`config.mk`:
```
export PLATFORM = sky130hd
export DESIGN_NAME = tmr16_top
export DESIGN_NICKNAME = d
export VERILOG_FILES = /design/src/rtl/tmr16_pkg.sv /design/src/rtl/tmr16_decode.sv /design/src/rtl/tmr16_prescaler.sv /design/src/rtl/tmr16_counter.sv /design/src/rtl/tmr16_regs.sv /design/src/rtl/tmr16_top.sv
export SDC_FILE = /design/constraint.sdc
export NUM_CORES = 1
export LEC_CHECK = 0
export BUFFER_PORTS_ARGS = -buffer_cell sky130_fd_sc_hd__buf_2
export CORE_UTILIZATION = 35
export DETAILED_ROUTE_END_ITERATION = 8
export PLACE_DENSITY_LB_ADDON = 0.15
export SYNTH_ARGS = -nofsm -noshare
export SYNTH_HDL_FRONTEND = slang
export SYNTH_HIERARCHICAL = 1
export SYNTH_SLANG_ARGS = --single-unit
```
`constraint.sdc`:
```
create_clock -name clk -period 4.5 [get_ports clk]
set_input_delay 0.9 -clock clk [delete_from_list [all_inputs] [get_ports clk]]
set_output_delay 0.9 -clock clk [all_outputs]
set_load 0.01 [all_outputs]
```
`src/rtl/tmr16_pkg.sv`:
```
package tmr16_pkg;

  // Bus word width and the fixed register offsets.
  localparam int unsigned BUS_W      = 32;
  localparam int unsigned OFS_CTRL   = 'h00;
  localparam int unsigned OFS_RELOAD = 'h08;
  localparam int unsigned OFS_COUNT  = 'h0C;

  // Control word bit positions.
  localparam int unsigned CTRL_RUN_BIT = 0;
  localparam int unsigned CTRL_CLR_BIT = 31;

  typedef enum logic [1:0] {
    SEL_NONE,
    SEL_CTRL,
    SEL_RELOAD,
    SEL_COUNT
  } reg_sel_e;

endpackage

```
`src/rtl/tmr16_decode.sv`:
```
module tmr16_decode
  import tmr16_pkg::*;
#(
  parameter int unsigned ADDR_W = 8
) (
  input  logic [ADDR_W-1:0] addr_i,
  output reg_sel_e          sel_o
);

  // Exact compare: unaligned byte addresses fall through to SEL_NONE.
  always_comb begin
    if (addr_i == ADDR_W'(OFS_CTRL))        sel_o = SEL_CTRL;
    else if (addr_i == ADDR_W'(OFS_RELOAD)) sel_o = SEL_RELOAD;
    else if (addr_i == ADDR_W'(OFS_COUNT))  sel_o = SEL_COUNT;
    else                                    sel_o = SEL_NONE;
  end

endmodule

```
`src/rtl/tmr16_prescaler.sv`:
```
module tmr16_prescaler #(
  parameter int unsigned DIV = 50
) (
  input  logic clk,
  input  logic rst_n,
  input  logic run_i,
  input  logic restart_i,
  output logic tick_o
);

  generate
    if (DIV <= 1) begin : g_bypass
      // Clock already at tick rate: every running cycle is a tick.
      assign tick_o = run_i && !restart_i;
    end else begin : g_div
      localparam int unsigned PW = $clog2(DIV);
      localparam logic [PW-1:0] LAST = PW'(DIV - 1);

      logic [PW-1:0] phase_q;

      always_ff @(posedge clk or negedge rst_n) begin
        if (!rst_n) begin
          phase_q <= '0;
        end else if (!run_i || restart_i) begin
          phase_q <= '0;
        end else if (phase_q == LAST) begin
          phase_q <= '0;
        end else begin
          phase_q <= phase_q + 1'b1;
        end
      end

      assign tick_o = run_i && !restart_i && (phase_q == LAST);
    end
  endgenerate

endmodule

```
`src/rtl/tmr16_counter.sv`:
```
module tmr16_counter #(
  parameter int unsigned CNT_W = 16
) (
  input  logic             clk,
  input  logic             rst_n,
  input  logic             clear_i,
  input  logic             load_i,
  input  logic [CNT_W-1:0] load_val_i,
  input  logic             tick_i,
  input  logic [CNT_W-1:0] reload_i,
  output logic [CNT_W-1:0] count_o
);

  logic [CNT_W-1:0] count_q;

  // Priority: clear, then software load, then tick.
  always_ff @(posedge clk or negedge rst_n) begin
    if (!rst_n) begin
      count_q <= '0;
    end else if (clear_i) begin
      count_q <= '0;
    end else if (load_i) begin
      count_q <= load_val_i;
    end else if (tick_i) begin
      if (count_q == '0) count_q <= reload_i;
      else               count_q <= count_q - 1'b1;
    end
  end

  assign count_o = count_q;

endmodule

```
`src/rtl/tmr16_regs.sv`:
```
module tmr16_regs
  import tmr16_pkg::*;
#(
  parameter int unsigned CNT_W = 16
) (
  input  logic             clk,
  input  logic             rst_n,
  input  logic             wr_i,
  input  logic             rd_i,
  input  reg_sel_e         sel_i,
  input  logic [BUS_W-1:0] wdata_i,
  input  logic [CNT_W-1:0] count_i,
  output logic [BUS_W-1:0] ctrl_o,
  output logic [CNT_W-1:0] reload_o,
  output logic             running_o,
  output logic             start_o,
  output logic             clear_o,
  output logic             load_o,
  output logic [BUS_W-1:0] rdata_o
);

  localparam int unsigned PAD_W = BUS_W - CNT_W;

  logic             wr_ctrl;
  logic [BUS_W-1:0] ctrl_q;
  logic [CNT_W-1:0] reload_q;
  logic             running_q;
  logic [BUS_W-1:0] rd_mux;
  logic [BUS_W-1:0] rdata_q;

  assign wr_ctrl = wr_i && (sel_i == SEL_CTRL);
  assign clear_o = wr_ctrl && wdata_i[CTRL_CLR_BIT];
  assign start_o = wr_ctrl && !wdata_i[CTRL_CLR_BIT] && wdata_i[CTRL_RUN_BIT];
  assign load_o  = wr_i && (sel_i == SEL_RELOAD);

  always_ff @(posedge clk or negedge rst_n) begin
    if (!rst_n) begin
      ctrl_q    <= '0;
      reload_q  <= '0;
      running_q <= 1'b0;
    end else if (clear_o) begin
      ctrl_q    <= '0;
      reload_q  <= '0;
      running_q <= 1'b0;
    end else begin
      if (wr_ctrl) ctrl_q <= wdata_i;
      if (start_o) running_q <= 1'b1;
      if (load_o)  reload_q <= wdata_i[CNT_W-1:0];
    end
  end

  always_comb begin
    unique case (sel_i)
      SEL_CTRL:   rd_mux = ctrl_q;
      SEL_RELOAD: rd_mux = {{PAD_W{1'b0}}, reload_q};
      SEL_COUNT:  rd_mux = {{PAD_W{1'b0}}, count_i};
      default:    rd_mux = '0;
    endcase
  end

  always_ff @(posedge clk or negedge rst_n) begin
    if (!rst_n) rdata_q <= '0;
    else        rdata_q <= rd_i ? rd_mux : '0;
  end

  assign ctrl_o    = ctrl_q;
  assign reload_o  = reload_q;
  assign running_o = running_q;
  assign rdata_o   = rdata_q;

endmodule

```
`src/rtl/tmr16_top.sv`:
```
module tmr16_top
  import tmr16_pkg::*;
#(
  parameter int unsigned CLK_HZ  = 50_000_000,
  parameter int unsigned TICK_HZ = 1_000_000,
  parameter int unsigned ADDR_W  = 8,
  parameter int unsigned CNT_W   = 16
) (
  input  logic              clk,
  input  logic              rst_n,
  input  logic              bus_wr,
  input  logic              bus_rd,
  input  logic [ADDR_W-1:0] bus_addr,
  input  logic [BUS_W-1:0]  bus_wdata,
  output logic [BUS_W-1:0]  bus_rdata
);

  localparam int unsigned DIV = CLK_HZ / TICK_HZ;

  reg_sel_e         sel;
  logic [BUS_W-1:0] ctrl_w;
  logic [CNT_W-1:0] reload_w;
  logic [CNT_W-1:0] count_w;
  logic             running_w;
  logic             start_w;
  logic             clear_w;
  logic             load_w;
  logic             tick_w;

  tmr16_decode #(.ADDR_W(ADDR_W)) u_decode (
    .addr_i (bus_addr),
    .sel_o  (sel)
  );

  tmr16_regs #(.CNT_W(CNT_W)) u_regs (
    .clk       (clk),
    .rst_n     (rst_n),
    .wr_i      (bus_wr),
    .rd_i      (bus_rd),
    .sel_i     (sel),
    .wdata_i   (bus_wdata),
    .count_i   (count_w),
    .ctrl_o    (ctrl_w),
    .reload_o  (reload_w),
    .running_o (running_w),
    .start_o   (start_w),
    .clear_o   (clear_w),
    .load_o    (load_w),
    .rdata_o   (bus_rdata)
  );

  tmr16_prescaler #(.DIV(DIV)) u_presc (
    .clk       (clk),
    .rst_n     (rst_n),
    .run_i     (running_w),
    .restart_i (start_w || clear_w),
    .tick_o    (tick_w)
  );

  tmr16_counter #(.CNT_W(CNT_W)) u_count (
    .clk        (clk),
    .rst_n      (rst_n),
    .clear_i    (clear_w),
    .load_i     (load_w),
    .load_val_i (bus_wdata[CNT_W-1:0]),
    .tick_i     (tick_w),
    .reload_i   (reload_w),
    .count_o    (count_w)
  );

endmodule

```
# == After elaboration in Yosys (flattened, before gate mapping) ==
# Cells that the tools add are included.
# word_totals
in_bits,44
reg_bits,103
output_inout_bits,32
elab_cells,49
# classes
eq_ne,6
reduce_logical,18
mux,17
n_addsub,2
# op_table
cell,n
$mux W16,6
$mux W32,3
$pmux W32 S3,1
$eq A8 B4 Y1 const B,2
$logic_not A16 Y1,1
$sub A16 B1 Y16 const B,1
$mux W6,2
$logic_not A8 Y1,1
$logic_and A1 B1 Y1,7
$add A6 B1 Y6 const B,1
$eq A6 B6 Y1 const B,1
$mux W2,3
$reduce_bool A2 Y1,3
$eq A2 B2 Y1 const B,2
$logic_not A1 Y1,3
$reduce_bool A3 Y1,1
$eq A2 B1 Y1 const B,1
$logic_or A1 B1 Y1,2
$mux W1,2

# == Depth between registers and ports, before layout ==
# logic_depth
ltp_word,15
depth_mapped,14
depth_no_buf,11

# == Modules after synthesis ==
# The synthesis kept the hierarchy.
# modules_own_cells
mod,n_inst,seq_area_each_um2,cells_per_inst,area_per_inst_um2
tmr16_regs,1,2026.9,311,3885.0
tmr16_counter,1,400.4,161,1313.8
tmr16_prescaler,1,150.1,28,297.8
tmr16_decode,1,0.0,4,47.5
tmr16_top,1,0.0,1,6.3

# == Least setup slack after synthesis ==
# No wires, ideal clock.
# synth_timing
kind,input-to-reg
startpoint,in bus_addr[5]
endpoint,"reg u_count.count_q[14], in the netlist u_count/count_o[14]"
setup_ns,0.131
required_time_ns,4.369
t_arrival_ns,4.272
cell_stages,12
n_path_buf,2
path_slack_ns,0.096
path_cell_list,or4_4 -> nor4b_2 -> and3b_1 -> buf_2 -> buf_6 -> and2_1 -> or2_1 -> nor4b_1 -> nor3_1 -> or4_1 -> nand4b_1 -> o21ai_0
# synth_between
elab_chain_len,13
word_cells_on_any_way,20
classes_between,4 x eq/ne; 5 x mux; 11 x reduce/logical
# synth_rtl
item,line,rtl
from (decl),tmr16_top.sv:13,"input logic [ADDR_W-1:0] bus_addr,"
$eq A8 B4 Y1,tmr16_decode.sv:14,else if (addr_i == ADDR_W'(OFS_COUNT)) sel_o = SEL_COUNT;
$mux W2,tmr16_decode.sv:14,
$mux W2,tmr16_decode.sv:13,else if (addr_i == ADDR_W'(OFS_RELOAD)) sel_o = SEL_RELOAD;
$mux W2 *,tmr16_decode.sv:12,if (addr_i == ADDR_W'(OFS_CTRL)) sel_o = SEL_CTRL;
via sel[1],tmr16_top.sv:20,reg_sel_e sel;
$eq A2 B1 Y1 *,tmr16_regs.sv:31,assign wr_ctrl = wr_i && (sel_i == SEL_CTRL);
$logic_and A1 B1 Y1 *,tmr16_regs.sv:31,
$logic_and A1 B1 Y1 * (2 in a row),tmr16_regs.sv:33,assign start_o = wr_ctrl && !wdata_i[CTRL_CLR_BIT] && wdata_i[CTRL_RUN_BIT];
via start_w,tmr16_top.sv:25,logic start_w;
$logic_or A1 B1 Y1 *,tmr16_top.sv:56,".restart_i (start_w || clear_w),"
$logic_not A1 Y1 *,tmr16_prescaler.sv:33,assign tick_o = run_i && !restart_i && (phase_q == LAST);
$logic_and A1 B1 Y1 * (2 in a row),tmr16_prescaler.sv:33,
via tick_w,tmr16_top.sv:28,logic tick_w;
$reduce_bool A3 Y1 (no line) *,-,
to (signal assigned),tmr16_counter.sv:23,count_q <= load_val_i;
to (signal assigned),tmr16_counter.sv:25,if (count_q == '0) count_q <= reload_i;
to (signal assigned),tmr16_counter.sv:26,else count_q <= count_q - 1'b1;
to (decl),tmr16_counter.sv:14,logic [CNT_W-1:0] count_q;
# The timed path passes the listed nets; every way through them passes the cells marked *.
# A chain may end at the register's enable or synchronous reset.

# == Final worst setup path ==
# Same ends and word-level chain as after synthesis.

==> metrics.md <==
| Metric | Value |
|---|---|
| Status | completed |
| Worst Setup End Kind | flip-flop |
| Aggregate global routing overflow | 0 |
| Fill cell total of the finished layout | 1521 |
| FF+latch count, synth | between 100 and 150 |
| Sequential cell area fraction in the yosys report | 46.4% |
| Synth unique cells | 64 |
| HPWL after DPL | roughly 9100 um |
| Fmax | ~0.27 GHz |
| IO Port Bufs | 75 |
| CP max FO | 9 |
| DRC | 0 |
| Post-CTS sizing | 0 |
| CP max-delay cell | nor3_1 |
| Pins over their slew limit | 0 |
| Tmin final | 3.73 ns |
| Yosys warning count | 6 |
| # diodes | 0 |
| Detailed Route Iter0 Violations | 291 |
| Yosys top cell by area | dfrtp_1 |
| Vias in the first global route | about 4100 |
| WL/cell | 17.4 um |
| R2R Path Start | u_count/count_o[0]$_DFFE_PN0P_ |
| Clk buf depth | 2 |
| Total number of vias | between 4000 and 5000 |
| Critical path startpoint category | input port |
| Post-synth EDFFs | 0 |
| Req. time, crit path | 4.77 ns |
| Die height | about 130 um |
| Syn Nets | between 500 and 600 |
| Asr flop ratio synth | 100% |
| Die Wd | between 100 and 150 um |
| DP Cell Count | roughly 770 |
| Row count | between 40 and 50 |
| Main synth FF type | dfrtp_1 |
| Root Buffer | clkbuf_16 |
| Crit path launch | bus_addr[5] |
| Final setup TNS | 0 ns |
| Largest net degree at the start of global routing | 66 |
| Clock Sink Count | a little over 100 |
| Starting Density | approximately 36% |
| Fin crit share | between 80 and 90% |
| Routability cong. | between 0.8 and 0.9 |
| RSZ-0062 raised after global routing | no |
| TritonCTS clock tree | done |
| Final setup vio count | 0 |
| Setup Skew | 0.00550 ns |
| Total length of routed wires | between 10000 and 15000 um |
| Initial antenna violation count | 0 |
| Most common cell in the synthesized netlist | dfrtp_1 |
| Antenna Nets Post-Route | 0 |
| Slew @ Worst Pin | 1.36 ns |
| Mapped Cells | 505 |
| Most frequent cells after synthesis | dfrtp_1 (103), a21oi_1 (41), nor2b_1 (34) |
| P_leak | between 0.002 and 0.003 uW |
| TritonCTS Buffers | 9 |
| H-tree depth | 3 |
| Hold/Removal Path Class | flip-flop to flip-flop |
| Synth top area share | 46.4% |
| Syn avg cell area | roughly 11 um2 |
| Rel. slew slack | around 8.9% |
| GRT Overall Usage | 17.7% |
| Layout cell share with drive strength beyond 1 | between 20 and 30% |
| Vias per cell | about 5.4 |
| CTS clk-pin slew, worst paths | 0.07 ns |
| Maximum VDD drop | 0.219 mV |
| DRT Pass-1 Iters | 4 |
| First-pass GRT wire length | about 22000 um |
| Setup Fix Bufs, Post-CTS | 0 |
| Top Ports | between 70 and 80 |
| Clk_lat worst skew | 0.35 ns |
| Fin. Hold Viols | 0 |
| Crit Path Class | input port to flip-flop |
| Die area | 16400 um2 |
| Nets | 613 |
| Max-cap violations | 0 |
| Layout Area Growth over Synthesis | 15.0% |
| CORE AREA | 15300 um2 |
| Hold Buf Count CTS | 0 |
| Worst Hold Launch | u_regs/ctrl_o[18]$_DFFE_PN0P_ |
| Max incr delay on CP | ~1.0 ns |
| Power density cells | approximately 440 nW/um2 |
| Worst path cell trace | buf_2, or4_4, nor4_4, and3b_1, and2_1, or2_1, nor4b_1, buf_4, nor3_1, or4_1, nand4b_1, o21ai_0 |
| Largest cells by area after synthesis | dfrtp_1 (46%), mux2_2 (5.9%), a2111oi_4 (4.0%), nor2b_1 (3.8%), a21oi_1 (3.7%) |
| Cell Area, Synth | 5550 um2 |
| Final Non-Filler Cells | a little under 800 |
| Worst Path Arrival | about 4.0 ns |
-- registers in the layout (all words and copies together) (netlist names) --
name / count
u_regs/running_o: 1
u_count/count_o: 16
u_presc/g_div.phase_q: 6
u_regs/reload_o: 16
u_regs/rdata_o: 32
u_regs/ctrl_o: 32
-- report_power, final --
part | leakage (uW) | switching, uW | internal [uW]
Combinational | 0.00127 | 518 | 390
Sequential | 0.00140 | 145 | 1030
Clock | 0.000140 | 367 | 382
Total | 0.00281 | 1030 | 1800
-- area by class of cell --
cell class	instances	area, um2	area share [%]
well taps	211	264	4.14
flip-flops and latches	103	2580	40.4
clock buffers	9	225	3.53
inverters	24	90.1	1.41
repair buffers	86	460	7.21
multi-input cells	341	2710	42.4
clock inverters	7	57.6	0.902
-- per-layer routing --
metal	GRT usage, %	share of wire [%]	routed length (um)
met1	23.8	46	6310
met5	0	0	0
met4	5.67	1.2	165
met2	28.7	48	6560
met3	3.21	4.2	568
-- per-stage QoR --
| step | instance area, um2 | util (%) | worst slack (ns) | hold slack, ns | power (uW) |
|---|---|---|---|---|---|
| floorplan | 5550 | - | 0.0962 | 0.445 | 1850 |
| global placement | 6100 | 39.8 | 0.520 | 0.453 | 2080 |
| detailed placement | 6100 | 39.8 | 0.507 | 0.459 | 2100 |
| CTS | 6380 | 41.7 | 0.857 | 0.475 | 2870 |
| global route | 6380 | 41.7 | 0.680 | 0.497 | 3040 |
| finish | 6380 | 41.7 | 0.767 | 0.474 | 2830 |
-- critical path, delay by kind of cell --
kind                   cells  cell delay [ns]
AND/OR/NAND/NOR            9             2.77
buffers and inverters      2             0.25
AO/OA/AOI/OAI              1             0.08
-- layout by cell type (no fill, tap or decap), drive strengths merged, types with 7 or more instances in the layout --
master   count
a2111oi     16
a211oi      16
a21oi       42
and2        17
and4bb      12
buf         86
clkbuf       9
dfrtp      103
inv         26
mux2        31
mux2i       19
nand2       11
nor2        17
nor2b       34
nor3         9
o21a         7
o21ai       20
-- logic make-up (layout without fill, tap and decap cells) --
group	Yosys count	in the layout	synth area share [%]
buffers and inverters	61	126	5.09
AO/OA/AOI/OAI	129	129	18.1
flip-flops	103	103	46.4
XOR/XNOR	8	8	1.26
multiplexers	50	50	9.72
adder cells (fa/ha/maj)	4	4	0.902
AND/OR/NAND/NOR	150	150	18.5
-- final timing paths --
path	slack, ns	depth (start not counted)	to
setup reg to reg	1.78	6	u_count/count_o[3]$_DFFE_PN0P_
hold reg to reg	0.47	1	u_regs/rdata_o[18]$_DFF_PN0_
min in group asynchronous	0.51	1	u_regs/rdata_o[27]$_DFF_PN0_
hold / removal	0.47	1	u_regs/rdata_o[18]$_DFF_PN0_
max in group asynchronous	3.12	2	u_regs/ctrl_o[8]$_DFFE_PN0P_
setup / recovery	0.77	12	u_count/count_o[14]$_DFFE_PN0P_
No activity file was read; power rests on OpenSTA's default activity.
